==> config.mk <==
export PLATFORM = sky130hd
export DESIGN_NAME = pred_file
export DESIGN_NICKNAME = d
export VERILOG_FILES = /design/src/rtl/pred_pkg.sv /design/src/rtl/pred_lane_decode.sv /design/src/rtl/pred_deposit_merge.sv /design/src/rtl/pred_read_port.sv /design/src/rtl/pred_file.sv
export SDC_FILE = /design/constraint.sdc
export NUM_CORES = 1
export LEC_CHECK = 0
export BUFFER_PORTS_ARGS = -buffer_cell sky130_fd_sc_hd__clkbuf_2
export CORE_MARGIN = 2
export CORE_UTILIZATION = 43
export DETAILED_ROUTE_END_ITERATION = 16
export PLACE_DENSITY = 0.78
export SYNTH_ARGS = -nofsm -noshare
export SYNTH_HDL_FRONTEND = slang
export SYNTH_SLANG_ARGS = --single-unit
==> constraint.sdc <==
create_clock -name clk_i -period 5.4 [get_ports clk_i]
set_input_delay 0.81 -clock clk_i [delete_from_list [all_inputs] [get_ports clk_i]]
set_output_delay 0.81 -clock clk_i [all_outputs]
set_load 0.01 [all_outputs]
==> src/rtl/pred_pkg.sv <==
package pred_pkg;

    typedef enum logic [3:0] {
        KIND_UNC_T = 4'd0,
        KIND_UNC_F = 4'd1,
        KIND_OR_T  = 4'd2,
        KIND_OR_F  = 4'd3,
        KIND_AND_T = 4'd4,
        KIND_AND_F = 4'd5,
        KIND_CND_T = 4'd6,
        KIND_CND_F = 4'd7,
        KIND_DIS_T = 4'd8,
        KIND_DIS_F = 4'd9,
        KIND_CON_T = 4'd10,
        KIND_CON_F = 4'd11
    } dep_kind_e;

    typedef struct packed {
        logic wr_one;
        logic wr_zero;
    } dep_act_t;

    // Bit 0 of every kind code selects the complement form.
    function automatic dep_act_t dep_resolve(input logic [3:0] kind,
                                             input logic guard,
                                             input logic cmp);
        dep_act_t act;
        logic     eff;
        eff = cmp ^ kind[0];
        act = '0;
        case (kind)
            KIND_UNC_T, KIND_UNC_F: begin
                act.wr_one  = guard & eff;
                act.wr_zero = ~(guard & eff);
            end
            KIND_OR_T, KIND_OR_F:   act.wr_one  = guard & eff;
            KIND_AND_T, KIND_AND_F: act.wr_zero = guard & ~eff;
            KIND_CND_T, KIND_CND_F: begin
                act.wr_one  = guard & eff;
                act.wr_zero = guard & ~eff;
            end
            KIND_DIS_T, KIND_DIS_F: act.wr_one  = guard | eff;
            KIND_CON_T, KIND_CON_F: act.wr_zero = ~guard | ~eff;
            default:                act = '0;
        endcase
        return act;
    endfunction

endpackage

==> src/rtl/pred_lane_decode.sv <==
module pred_lane_decode #(
    parameter int NUM_PREDS = 32,
    parameter int IDX_W     = $clog2(NUM_PREDS)
) (
    input  logic                 valid_i,
    input  logic [IDX_W-1:0]     idx_i,
    input  logic [3:0]           kind_i,
    input  logic                 guard_i,
    input  logic                 cmp_i,
    output logic [NUM_PREDS-1:0] one_vec_o,
    output logic [NUM_PREDS-1:0] zero_vec_o
);
    import pred_pkg::*;

    localparam logic [NUM_PREDS-1:0] LSB_ONE = {{(NUM_PREDS-1){1'b0}}, 1'b1};

    dep_act_t             act;
    logic [NUM_PREDS-1:0] target;

    always_comb begin
        act    = dep_resolve(kind_i, guard_i, cmp_i);
        // Entry 0 is excluded from every deposit.
        target = (LSB_ONE << idx_i) & ~LSB_ONE;
        one_vec_o  = (valid_i && act.wr_one)  ? target : '0;
        zero_vec_o = (valid_i && act.wr_zero) ? target : '0;
    end

endmodule

==> src/rtl/pred_deposit_merge.sv <==
module pred_deposit_merge #(
    parameter int NUM_PREDS = 32,
    parameter int NUM_LANES = 4
) (
    input  logic [NUM_LANES-1:0][NUM_PREDS-1:0] one_vecs_i,
    input  logic [NUM_LANES-1:0][NUM_PREDS-1:0] zero_vecs_i,
    output logic [NUM_PREDS-1:0]                set_any_o,
    output logic [NUM_PREDS-1:0]                clr_any_o,
    output logic                                conflict_o
);
    always_comb begin
        set_any_o = '0;
        clr_any_o = '0;
        for (int l = 0; l < NUM_LANES; l++) begin
            set_any_o = set_any_o | one_vecs_i[l];
            clr_any_o = clr_any_o | zero_vecs_i[l];
        end
        conflict_o = |(set_any_o & clr_any_o);
    end

endmodule

==> src/rtl/pred_read_port.sv <==
module pred_read_port #(
    parameter int NUM_PREDS = 32,
    parameter int IDX_W     = $clog2(NUM_PREDS)
) (
    input  logic [NUM_PREDS-1:0] preds_i,
    input  logic [IDX_W-1:0]     idx_i,
    output logic                 val_o
);
    always_comb val_o = preds_i[idx_i];

endmodule

==> src/rtl/pred_file.sv <==
module pred_file #(
    parameter int NUM_PREDS = 32,   // power of two
    parameter int NUM_LANES = 4,
    parameter int IDX_W     = $clog2(NUM_PREDS)
) (
    input  logic                           clk_i,
    input  logic                           rst_ni,
    input  logic [NUM_LANES-1:0]           dep_valid_i,
    input  logic [NUM_LANES*IDX_W-1:0]     dep_idx_i,
    input  logic [NUM_LANES*4-1:0]         dep_kind_i,
    input  logic [NUM_LANES-1:0]           dep_guard_i,
    input  logic [NUM_LANES-1:0]           dep_cmp_i,
    input  logic [NUM_PREDS-1:0]           clr_mask_i,
    input  logic [NUM_PREDS-1:0]           set_mask_i,
    input  logic                           coll_we_i,
    input  logic [NUM_PREDS-1:0]           coll_wdata_i,
    output logic [NUM_PREDS-1:0]           coll_rdata_o,
    input  logic [IDX_W-1:0]               rd_idx0_i,
    output logic                           rd_val0_o,
    input  logic [IDX_W-1:0]               rd_idx1_i,
    output logic                           rd_val1_o,
    output logic                           conflict_o
);
    localparam int NUM_RD = 2;
    localparam logic [NUM_PREDS-1:0] RESET_VAL = {{(NUM_PREDS-1){1'b0}}, 1'b1};

    typedef struct packed {
        logic [NUM_PREDS-1:0] preds;
    } state_t;

    state_t state_d, state_q;

    logic [NUM_LANES-1:0][NUM_PREDS-1:0] one_vecs, zero_vecs;
    logic [NUM_PREDS-1:0]                dep_set, dep_clr;

    for (genvar l = 0; l < NUM_LANES; l++) begin : g_lane
        pred_lane_decode #(.NUM_PREDS(NUM_PREDS), .IDX_W(IDX_W)) dec_i (
            .valid_i   (dep_valid_i[l]),
            .idx_i     (dep_idx_i[l*IDX_W +: IDX_W]),
            .kind_i    (dep_kind_i[l*4 +: 4]),
            .guard_i   (dep_guard_i[l]),
            .cmp_i     (dep_cmp_i[l]),
            .one_vec_o (one_vecs[l]),
            .zero_vec_o(zero_vecs[l])
        );
    end

    pred_deposit_merge #(.NUM_PREDS(NUM_PREDS), .NUM_LANES(NUM_LANES)) merge_i (
        .one_vecs_i (one_vecs),
        .zero_vecs_i(zero_vecs),
        .set_any_o  (dep_set),
        .clr_any_o  (dep_clr),
        .conflict_o (conflict_o)
    );

    logic [NUM_RD-1:0][IDX_W-1:0] rd_idx;
    logic [NUM_RD-1:0]            rd_val;
    assign rd_idx[0] = rd_idx0_i;
    assign rd_idx[1] = rd_idx1_i;

    for (genvar r = 0; r < NUM_RD; r++) begin : g_rd
        pred_read_port #(.NUM_PREDS(NUM_PREDS), .IDX_W(IDX_W)) rd_i (
            .preds_i(state_q.preds),
            .idx_i  (rd_idx[r]),
            .val_o  (rd_val[r])
        );
    end

    assign rd_val0_o    = rd_val[0];
    assign rd_val1_o    = rd_val[1];
    assign coll_rdata_o = state_q.preds;

    always_comb begin
        state_d = state_q;
        if (coll_we_i) begin
            state_d.preds = coll_wdata_i;
        end else begin
            state_d.preds = (state_q.preds & ~clr_mask_i) | set_mask_i;
            state_d.preds = (state_d.preds | dep_set) & ~dep_clr;
        end
        state_d.preds[0] = 1'b1;
    end

    always_ff @(posedge clk_i or negedge rst_ni) begin
        if (!rst_ni) state_q.preds <= RESET_VAL;
        else         state_q       <= state_d;
    end

endmodule

---- Word-level counts from Yosys, hierarchy flattened ----
Index checks and enable logic that the tools add are counted.
storage, ports and cells
  register bits ........................... 31
  bits in latches ......................... 0
  memory bits (writable) .................. 0
  bits in read-only memories .............. 0
  output and inout port bits .............. 35
  logic and storage cells ................. 150
  memories kept ........................... 0
operators by class
  add/sub/neg operators ................... 0
  multiply operators ...................... 0
  div/mod/pow operators ................... 0
  $lt $le $gt $ge ......................... 2
  equality and inequality tests ........... 44
  shift operators ......................... 4
  muxes and demuxes ....................... 21
  bitwise gates (word level) .............. 45
  reduce and logical (&&, ||, !) cells .... 33
operators by type and width
  kind                                                 count
  two-way mux 32 bit                                   9
  bitwise OR 32 bit                                    8
  << shifter 1 x 5 -> 32 bit (first input constant)    4
  bitwise AND 32 bit                                   3
  == test 4 x 3 -> 1 bit (second input constant)       16
  == test 4 bit (second input constant)                16
  inverter 32 bit                                      2
  == test 4 x 2 -> 1 bit (second input constant)       8
  OR reduction 32 bit                                  1
  OR reduction 2 bit                                   12
  OR reduction 6 bit                                   4
  == test 4 x 1 -> 1 bit (second input constant)       4
  logical NOT 4 bit                                    4
  OR reduction 4 bit                                   4
  < comparator 5 x 6 -> 1 bit (second input constant)  2
  inverter 1 bit                                       12
  one-hot mux 1 bit (3 select lines)                   4
  binary-select mux 1 bit (select 5 bit)               2
  bitwise AND 1 bit                                    8
  logical AND 1 bit                                    8
  bitwise OR 1 bit                                     8
  one-hot mux 1 bit (2 select lines)                   4
  bitwise XOR 1 bit                                    4
  two-way mux 1 bit                                    2

---- Longest topological paths before layout ----
Gate-level depths: netlist of run 1.
  depth after elaboration ................. 12
  depth in mapped cells ................... 10
  depth with buffers taken out ............ 8

---- Hierarchy ----
A second synthesis of run 1 with hierarchy kept.
second synthesis, totals
  cell total of the unflattened synthesis .. 871
  area, all modules ....................... 6080.8 µm²
modules (own cells, without submodules)
  module              instances  cells each  area an instance (µm²)
  pred_lane_decode    4          135         757.0
  pred_file           1          164         1690.4
  pred_deposit_merge  1          85          711.9
  pred_read_port      2          41          325.3

---- Worst setup path before layout of run 1 ----
OpenSTA, ideal clock, no wires.
  path type ............................... in2out
  start point ............................. input dep_cmp_i[2]
  end point ............................... output conflict_o
  data arrival time ....................... 2768 ps
  setup slack ............................. 1822 ps
  stages on the path ...................... 9
  path buffers ............................ 1
  cells stage by stage .................... xor2_1 > and4b_1 > buf_6 > or3_1 > a32o_1 > a311o_1 > a22o_1 > a2111oi_2 > nand4_1
on the way
  cells in the longest elaborated chain, start to end .. 10
  elaborated cells between the ends (all ways) .. 19
  those cells by class .................... 4 x mux; 12 x bitwise; 3 x reduce/logical
RTL lines
  element                                              RTL line                  source
  start, declared                                      pred_file.sv:12           input logic [NUM_LANES-1:0] dep_cmp_i,
  bitwise XOR 1 bit *                                  pred_pkg.sv:29            eff = cmp ^ kind[0];
  inverter 1 bit or bitwise AND 1 bit (tied branches)  --
  bitwise OR 1 bit, or another cell as far along       pred_pkg.sv:43            KIND_CON_T, KIND_CON_F: act.wr_zero = ~guard | ~eff;
  one-hot mux 1 bit (3 select lines)                   pred_pkg.sv:31            case (kind)
  logical AND 1 bit                                    pred_lane_decode.sv:25    zero_vec_o = (valid_i && act.wr_zero) ? target : '0;
  two-way mux 32 bit                                   pred_lane_decode.sv:25
  bitwise OR 32 bit (2 in a row)                       pred_deposit_merge.sv:16  clr_any_o = clr_any_o | zero_vecs_i[l];
  bitwise AND 32 bit *                                 pred_deposit_merge.sv:18  conflict_o = |(set_any_o & clr_any_o);
  OR reduction 32 bit *                                pred_deposit_merge.sv:18
  end, declared                                        pred_file.sv:22           output logic conflict_o
Mark *: on every way between the ends. The rest lies on a longest branch, timed or not.

---- Final worst setup path of run 1 ----
  start point ............................. input dep_idx_i[11]
  end point ............................... output conflict_o
on the way
  cells in the longest elaborated chain, start to end .. 6
  elaborated cells between the ends (all ways) .. 9
  those cells by class .................... 1 x shift; 2 x mux; 5 x bitwise; 1 x reduce/logical
RTL lines
  element                                                   RTL line                                            source
  start, declared                                           pred_file.sv:9                                      input logic [NUM_LANES*IDX_W-1:0] dep_idx_i,
  << shifter 1 x 5 -> 32 bit *                              pred_lane_decode.sv:23                              target = (LSB_ONE << idx_i) & ~LSB_ONE;
  two-way mux 32 bit, on equally long branches              pred_lane_decode.sv:24, pred_lane_decode.sv:25
  bitwise OR 32 bit, on equally long branches (2 in a row)  pred_deposit_merge.sv:15, pred_deposit_merge.sv:16
  bitwise AND 32 bit *                                      pred_deposit_merge.sv:18
  OR reduction 32 bit *                                     pred_deposit_merge.sv:18
Marked as above.

==> impl_results.md, run 1 <==
* Port Buffer Count at 187
* Cell-by-cell trace of the critical path: clkbuf_2 > and3b_1 > nand2_1 > and3b_1 > nor4_1 > a31oi_1 > a2111o_1 > a2111oi_2 > nand4_1 > clkbuf_2
* Post-route ant nets at 0
* Fin. Hold Viols at 0
* # DRC at 0
* ANT cells at 0
* Nature of the critical path startpoint: input pin
* H-tree depth at 2
* Initial Util at 43.7%
* Worst EP required at 4.59 ns
* Max incr delay on CP at 0.56 ns
* Largest net degree at the start of global routing at 42
* Seq/Total Area, Yosys at 15.8%
* CTS Buffer Depth at 2
* Post-Place Cells at 949
* Fillers at 1105
* Initial antenna violation count at 0
* FF+latch count, synth at 31
* Seq. cell area at 776 sq um
* Routability Congestion at 1.09
* Clk_lat worst skew at 0.27 ns
* Cell Rows at 39
* First-pass GRT wire length at 37200 um
* GR Overflow Total at 0
* Worst Path Arrival at 3.70 ns
* F_max at 222 MHz
* All-layer global routing usage at 39.8%
* Most used DFF post-synth: dfrtp_1
* Vias/cell at 7.01
* Core Region at 11300 sq um
* Mapped Nets at 807
* Clock-pin slew reported for the worst setup and hold paths after clock tree synthesis at 0.05 ns
* Root buf cell: clkbuf_16
* Lkg Pwr at 2.57 nW
* Minimum clock period at 4.51 ns
* Crit Path Max Fanout at 15
* VDD IR max at 181 uV
* Post-synth cell types at 76
* Number of synthesized flops with an enable pin at 0
* CTS tree: yes
* Post-synth ARST share at 100%
* Drt wl/cell at 26.8 um
* Die area at 12300 sq um
* Crit-path slowest cell: nor4_1
* Relative slew margins at 39.8%
* Synth area leaders: dfrtp_1 16%, mux4_2 8.2%, nand2_1 5.3%
* Hold buffer count at cts at 0
* Layout net count at 970
* Warnings from Yosys at 0
* Total number of vias at 6705
* Period utilisation layout at 83.5%
* Worst path buffer plus inverter count at 2
* Syn Inst Count at 650
* Clk_skew at 0 ns
* Status: complete, no violations
* DRT Pass-1 Iters at 6
* Crit end category: primary output
* Final WL at 25600 um
* Die Wd at 111 um
* Final std cells w/o fill at 956
* Max-slew violations at 0
* CTS Buf Count at 5
* Post-CTS Setup Inserts at 0
* Area of the multi-input gates at 3900 sq um
* Area grow syn2layout at 23.3%
* Final-report setup violation count at 0
* Total negative slack at 0 ns
* Layout cells sized above 1 at 31.0%
* RSZ-0062 raised after global routing: false
* Min-Delay Path Class: in -> async
* Vias in the first global route at 6098
* Max reg flops at 31
* Hpwl dp at 20900 um
* Die H at 111 um
* Worst slew pin tran at 0.900 ns
* CTS resizes at 0
* Worst Setup Path Type: in -> out
* Mean post-synth cell area at 7.58 sq um
* Cell family with most CP delay: simple AND/OR/NAND/NOR gates
* Pwr/cell area at 156 nW/um^2
* IO Count at 192
* Reported max-cap violation count at 0
* Yosys top cell area share at 15.8%
* DRT iter0 DRCs at 934
* Post-Synthesis Cell Area at 4920 sq um
* Clock sinks at 31
* Cell taking the most area after synthesis: dfrtp_1
where the power goes:
group / total (mW) / switching, mW / internal, mW
Clock: 0.280 / 0.101 / 0.180
Sequential: 0.281 / 0.0271 / 0.254
Combinational: 0.386 / 0.224 / 0.162
layer usage:
metal | track usage [%] | share of wire [%]
met3 | 7.65 | 10
met4 | 19.5 | 6.2
met5 | 0 | 0
met1 | 50.2 | 38
met2 | 65.4 | 45
final cells by class:
type / instances / share of cell area (%)
multi-input cells: 557 / 64.2
repair buffers: 193 / 16.2
flip-flops and latches: 31 / 12.8
well taps: 143 / 2.95
clock buffers: 6 / 2.29
inverters: 25 / 1.55
clock inverters: 1 / 0.0824
logic make-up (layout without fill, tap and decap cells):
kind of cell           after synthesis  after routing  synth area share, %
buffers and inverters               62            225                 5.06
other                                1              1               0.0761
multiplexers                        31             31                 11.1
AND/OR/NAND/NOR                    295            295                 32.3
flip-flops                          31             31                 15.8
AO/OA/AOI/OAI                      224            224                 34.6
XOR/XNOR                             6              6                 1.07
per-stage QoR:
step	setup slack (ns)	power, mW	util, %	instance area [sq um]	hold WS, ns
finish	0.889	0.948	53.9	6070	0.603
global placement	1.02	0.658	52.6	5930	0.657
global route	0.871	0.982	53.9	6070	0.666
floorplan	1.82	0.491	-	4920	0.514
CTS	1.05	0.936	53.9	6070	0.628
detailed placement	1.06	0.660	52.6	5930	0.664
final timing paths:
kind | from | endpoint | slack (ns) | cells after the start
max in group asynchronous | rst_ni | coll_rdata_o[21]$_DFF_PN0_ | 4.30 | 1
setup / recovery | dep_idx_i[11] | conflict_o | 0.89 | 10
min in group clk_i | coll_rdata_o[11]$_DFF_PN0_ | coll_rdata_o[11]$_DFF_PN0_ | 0.68 | 3
hold reg to reg | coll_rdata_o[11]$_DFF_PN0_ | coll_rdata_o[11]$_DFF_PN0_ | 0.68 | 3
setup reg to reg | coll_rdata_o[28]$_DFF_PN0_ | coll_rdata_o[28]$_DFF_PN0_ | 4.17 | 3
hold / removal | rst_ni | coll_rdata_o[1]$_DFF_PN0_ | 0.60 | 1
cells in the final DEF (no fill, tap or decap), types with 5 or more instances in the layout:
master | Yosys | final
nor2_1 | 39 | 39
mux4_2 | 18 | 18
a21oi_1 | 23 | 23
o211ai_1 | 5 | 5
o21ai_0 | 8 | 7
buf_4 | 1 | 6
nand3_1 | 22 | 22
clkbuf_16 | 0 | 5
mux2_2 | 10 | 10
nor3b_1 | 10 | 10
or3_1 | 6 | 6
a211oi_1 | 12 | 12
o22ai_1 | 39 | 39
nand4_1 | 9 | 9
and3_1 | 8 | 8
nand2b_1 | 10 | 10
nor2b_1 | 22 | 22
a221oi_1 | 14 | 14
nand3b_1 | 12 | 12
a31o_2 | 5 | 5
nor3_1 | 39 | 39
a22oi_1 | 9 | 9
or2_2 | 6 | 6
o31ai_1 | 10 | 10
or3b_2 | 5 | 5
and3b_1 | 10 | 10
a22o_1 | 6 | 6
nand2_1 | 69 | 69
clkbuf_2 | 0 | 187
inv_1 | 25 | 25
dfrtp_1 | 31 | 31
a211o_1 | 6 | 6
and2_1 | 14 | 14
a21boi_0 | 10 | 10
o32ai_1 | 23 | 23
worst register-to-register path, cell delays in order, from the launching register on:
cell and delay (ns):
dfrtp_1 0.42, a21oi_1 0.12, and3_1 0.19, o41ai_1 0.36
synth_stat cells, types with 5 or more instances:
cell type,count
nand3b_1,12
a22oi_1,9
o22ai_1,39
o31ai_1,10
nand3_1,22
o21ai_0,8
o211ai_1,5
o32ai_1,23
nand2b_1,10
a21oi_1,23
a211oi_1,12
nor3_1,39
mux4_2,18
nor2b_1,22
or2_2,6
dfrtp_1,31
or3b_2,5
and2_1,14
inv_1,25
or3_1,6
clkbuf_1,28
and3b_1,10
a21boi_0,10
nor3b_1,10
mux2_2,10
nand4_1,9
a211o_1,6
a22o_1,6
nor2_1,39
a31o_2,5
nand2_1,69
a221oi_1,14
and3_1,8
Note: power is estimated with default switching activity, not from simulation.
==> inputs of run 2 (changes only) <==
Clock period 5.4 ns to 4.22 ns, I/O delays scaled along.
==> impl_results.md, run 2 (same netlist as run 1, synthesis figures left out) <==
* Root buf cell: clkbuf_16
* Die Wd at 111 um
* Reg2Reg Setup Slack at 2.97 ns
* Vias in the first global route at 6740
* CTS Buf Count at 5
* Hold buffer count at cts at 0
* Most common cell after layout, fill and taps aside: clkbuf_2
* Clock sinks at 31
* Initial antenna violation count at 0
* Post-route cell area at 6330 sq um
* Post-Place Cells at 981
* Clock power frac at 28.6%
* Worst Path Arrival at 3.35 ns
* First-pass GRT wire length at 39600 um
* Port Buffer Count at 187
* # DRC at 0
* Final WL at 26900 um
* CP dominant cell by count: clkbuf_2
* Clock-pin slew reported for the worst setup and hold paths after clock tree synthesis at 0.05 ns
* Reported max-cap violation count at 0
* Max-slew violations at 0
* DRT iter0 DRCs at 953
* Cell Rows at 39
* Routability Congestion at 1.14
* Nature of the critical path startpoint: input pin
* Final-report setup violation count at 0
* Cell-by-cell trace of the critical path: clkbuf_2 > nor2b_1 > o2111a_1 > nor2_2 > nor3_1 > a221oi_1 > o221ai_1 > nor4_1 > nand4_1 > clkbuf_2
* H-tree depth at 2
* Crit Path Max Fanout at 8
* Core Region at 11300 sq um
* RSZ-0062 raised after global routing: false
* Max reg flops at 31
* Vias/cell at 7.04
* Crit end category: primary output
* Max incr delay on CP at 0.46 ns
* Worst reg2reg startpoint: coll_rdata_o[6]$_DFF_PN0_
* Worst Setup Path Type: in -> out
* Fin. Hold Viols at 0
* Seq pwr share at 29.3%
* Minimum clock period at 3.98 ns
* Cell family with most CP delay: simple AND/OR/NAND/NOR gates
* Switching share of power at 37.3%
* Critical path depth in cells at 10
* Worst hold margin at 0.434 ns
* Worst path buffer plus inverter count at 2
* Layout net count at 1002
* Cell-internal power at 0.777 mW
* Fillers at 1098
* Post-CTS Setup Inserts at 0
* Dpl ws at 0.369 ns
* Worst Setup EP: conflict_o
* Area of the multi-input gates at 3900 sq um
* Status: complete, no violations
* DRT Pass-1 Iters at 6
* Crit. Startpoint: dep_kind_i[7]
* Relative slew margins at 46.8%
* Total negative slack at 0 ns
* Lkg Pwr at 2.72 nW
* Layout cells sized above 1 at 33.6%
* CTS tree: yes
* Total number of vias at 6958
* Comb power frac at 42.1%
* Placed Instance Area at 6180 sq um
* Reg2reg path depth at 2
* ANT cells at 0
* FF-to-FF End: coll_rdata_o[6]$_DFF_PN0_
* Pwr/cell area at 196 nW/um^2
* All-layer global routing usage at 42.2%
* Die area at 12300 sq um
* Commonest non-fill, non-tap cells in the layout: 187 x clkbuf_2, 69 x nand2_1, 39 x nor2_1, 39 x nor3_1, 39 x o22ai_1
* Clk_lat worst skew at 0.27 ns
* VDD IR max at 195 uV
* Period utilisation layout at 94.3%
* Min-Delay Path Class: in -> async
* Worst slew pin tran at 0.798 ns
* Drt wl/cell at 27.2 um
* Post-route ant nets at 0
* Worst EP required at 3.59 ns
* Psw at 0.462 mW
* CTS Buffer Depth at 2
* Worst setup margin at 0.239 ns
* Largest net degree at the start of global routing at 42
* Clk_skew at 0 ns
* IO Count at 192
* Hpwl dp at 22100 um
* Final std cells w/o fill at 988
* Initial Util at 43.7%
* CTS resizes at 0
* Crit-path slowest cell: a221oi_1
* Area grow syn2layout at 28.5%
* GR Overflow Total at 0
* Die H at 111 um
* F_max at 251 MHz
* Seq. cell area at 776 sq um
[run 2: cell types whose count changed in the layout (fill, tap and decap cells not counted)]
cell	delta
buf_12	+1
buf_4	+31
[run 2: final cells by class]
class                           count  share of cell area [%]
Clock buffer                        6                    2.20
Clock inverter                      1                  0.0791
Inverter                           25                    1.48
Multi-Input combinational cell    557                    61.6
Sequential cell                    31                    12.3
Tap cell                          143                    2.83
Timing Repair Buffer              225                    19.5
[run 2: worst min path at each step]
stage / from / slack [ns] / cells past startpoint / to
4_1_cts: rst_ni / 0.45 / 1 / coll_rdata_o[2]$_DFF_PN0_
5_1_grt: rst_ni / 0.48 / 1 / coll_rdata_o[2]$_DFF_PN0_
2_1_floorplan: rst_ni / 0.34 / 0 / coll_rdata_o[10]$_DFF_PN0_
3_3_place_gp: coll_rdata_o[11]$_DFF_PN0_ / 0.65 / 3 / coll_rdata_o[11]$_DFF_PN0_
6_report: rst_ni / 0.43 / 1 / coll_rdata_o[2]$_DFF_PN0_
3_5_place_dp: coll_rdata_o[4]$_DFF_PN0_ / 0.69 / 3 / coll_rdata_o[4]$_DFF_PN0_
[run 2: stage by stage]
step           power, mW  util [%]
3_3_place_gp       0.863      54.8
6_report            1.24      56.1
2_1_floorplan      0.629         -
4_1_cts             1.22      56.1
5_1_grt             1.28      56.1
3_5_place_dp       0.870      54.8
[run 2: layer usage]
metal  part of all wire (%)  routed length [um]  track usage (%)
met2                     46               12300             69.2
met3                     11                2850             8.69
met5                      0                   0                0
met1                     37                9940             51.0
met4                    6.7                1790             25.3
[run 2: power groups by stage]
stage	clock, mW	sequential, mW	combinational, mW
CTS	0.354	0.359	0.508
finish	0.355	0.363	0.521
floorplan	0	0.365	0.264
detailed placement	0	0.364	0.506
global route	0.363	0.364	0.552
global placement	0	0.360	0.503
==> inputs of run 3 (changes only) <==
Settings changed: SETUP_SLACK_MARGIN set to 0.4.
==> impl_results.md, run 3 (same netlist as run 1, synthesis figures left out) <==
* Status: complete, no violations
* Post-route ant nets at 0
* First-pass GRT wire length at 39600 um
* Hold buffer count at cts at 0
* Commonest non-fill, non-tap cells in the layout: 186 x clkbuf_2, 68 x nand2_1, 47 x buf_4
* Layout cells sized above 1 at 37.5%
* Max-slew violations at 0
* Seq. cell area at 776 sq um
* Port Buffer Count at 187
* Post-layout util at 58.2%
* Nature of the critical path startpoint: input pin
* GR Overflow Total at 0
* Root buf cell: clkbuf_16
* Crit end category: primary output
* Post-route cell area at 6570 sq um
* Final-report setup violation count at 0
* Layout net count at 1012
* Worst Setup Path Type: in -> out
* H-tree depth at 2
* All-layer global routing usage at 42.2%
* Drt wl/cell at 27.1 um
* Clock power frac at 28.2%
* Pwr/cell area at 190 nW/um^2
* Switching share of power at 37.4%
* Clk_lat worst skew at 0.27 ns
* Total power at 1.25 mW
* Most common cell after layout, fill and taps aside: clkbuf_2
* Fin. Hold Viols at 0
* Area of the multi-input gates at 4060 sq um
* ANT cells at 0
* Max reg flops at 31
* Period utilisation layout at 89.6%
* IO Count at 192
* F_max at 264 MHz
* Final WL at 27100 um
* GR Util met2 at 69.2%
* VDD IR max at 194 uV
* Total number of vias at 7032
* # DRC at 0
* Total negative slack at 0 ns
* Cell Rows at 39
* Clock sinks at 31
* Hpwl dp at 22100 um
* Die area at 12300 sq um
* CTS Buf Count at 5
* GR Util met1 at 51.0%
* GR Layer Usage met3 at 8.69%
* DRT Pass-1 Iters at 5
* Fillers at 1075
* Placed Instance Area at 6180 sq um
* GRT busiest layer: met2
* CTS Buffer Depth at 2
* Worst Path Arrival at 3.15 ns
* Worst slew pin tran at 0.778 ns
* DRT iter0 DRCs at 869
* Core Region at 11300 sq um
* Vias/cell at 7.05
* Initial antenna violation count at 0
* Crit Path Max Fanout at 5
* Initial Util at 43.7%
* Routability Congestion at 1.14
* Largest net degree at the start of global routing at 42
* Relative slew margins at 47.7%
* Area grow syn2layout at 33.3%
* Seq pwr share at 29.0%
* Die Wd at 111 um
* Comb power frac at 42.8%
* Cell-internal power at 0.783 mW
* Worst EP required at 3.59 ns
* Minimum clock period at 3.78 ns
* Clk_skew at 0 ns
* Die H at 111 um
* RSZ-0062 raised after global routing: false
* CTS tree: yes
* Min-Delay Path Class: in -> async
* Reported max-cap violation count at 0
* Worst hold margin at 0.436 ns
* Psw at 0.467 mW
* Clock-pin slew reported for the worst setup and hold paths after clock tree synthesis at 0.05 ns
* Vias in the first global route at 6739
* Lkg Pwr at 2.79 nW
## run 3: cell count changes in the layout (fill, tap and decap cells not counted), sizes merged
cell    change
buf        +11
clkbuf      -1
## run 3: power by group through the flow
| stage | clock [mW] | sequential, mW | combinational, mW |
|---|---|---|---|
| after floorplan | 0 | 0.365 | 0.264 |
| after global placement | 0 | 0.360 | 0.503 |
| after detailed placement | 0 | 0.364 | 0.506 |
| after CTS | 0.354 | 0.359 | 0.509 |
| after global routing | 0.363 | 0.364 | 0.564 |
| final | 0.352 | 0.363 | 0.534 |
## run 3: layout make-up
| cell class | count | share of cell area [%] |
|---|---|---|
| sequential | 31 | 11.8 |
| multi-input combinational | 557 | 61.9 |
| tap | 143 | 2.73 |
| inverter | 25 | 1.43 |
| timing repair buffer | 235 | 19.9 |
| clock buffer | 6 | 2.12 |
| clock inverter | 1 | 0.0762 |
## run 3: layer usage
layer	vias to the layer above	share of wire, %	wire length [um]
li1	2994	-	-
met1	3277	36	9880
met2	622	45	12100
met3	139	11	3050
met4	0	7.4	2020
met5	-	0	0
## run 3: final timing paths
check / slack, ns / start / depth (start not counted) / to
max in group asynchronous: 3.29 / rst_ni / 1 / coll_rdata_o[12]$_DFF_PN0_
setup / recovery: 0.44 / dep_kind_i[7] / 11 / conflict_o
min in group clk_i: 0.56 / coll_wdata_i[6] / 3 / coll_rdata_o[6]$_DFF_PN0_
hold reg to reg: 0.71 / coll_rdata_o[4]$_DFF_PN0_ / 3 / coll_rdata_o[4]$_DFF_PN0_
setup reg to reg: 2.97 / coll_rdata_o[6]$_DFF_PN0_ / 2 / coll_rdata_o[6]$_DFF_PN0_
hold / removal: 0.44 / rst_ni / 1 / coll_rdata_o[2]$_DFF_PN0_
## run 3: repair_timing
action,4_1_cts,5_1_grt
endpoints found under the setup margin,1,1
hold endpoints to repair,0,0
pin swaps,0,14
setup buffers,0,10
gates resized for setup,3,32
## run 3: through the flow
step / worst slack (ns) / instances
5_1_grt: 0.400 / 998
3_5_place_dp: 0.369 / 981
4_1_cts: 0.413 / 988
6_report: 0.439 / 998
3_3_place_gp: 0.392 / 981
2_1_floorplan: 0.996 / 650
## run 3: worst max-delay path, stage by stage
cell and delay, ns:
clkbuf_2 0.11, nor2b_1 0.16, o2111a_2 0.34, o211ai_1 0.23, buf_4 0.18, o32a_1 0.24
a2bb2oi_1 0.15, a2111o_1 0.37, a2111oi_4 0.34, nand4_1 0.20, buf_2 0.19
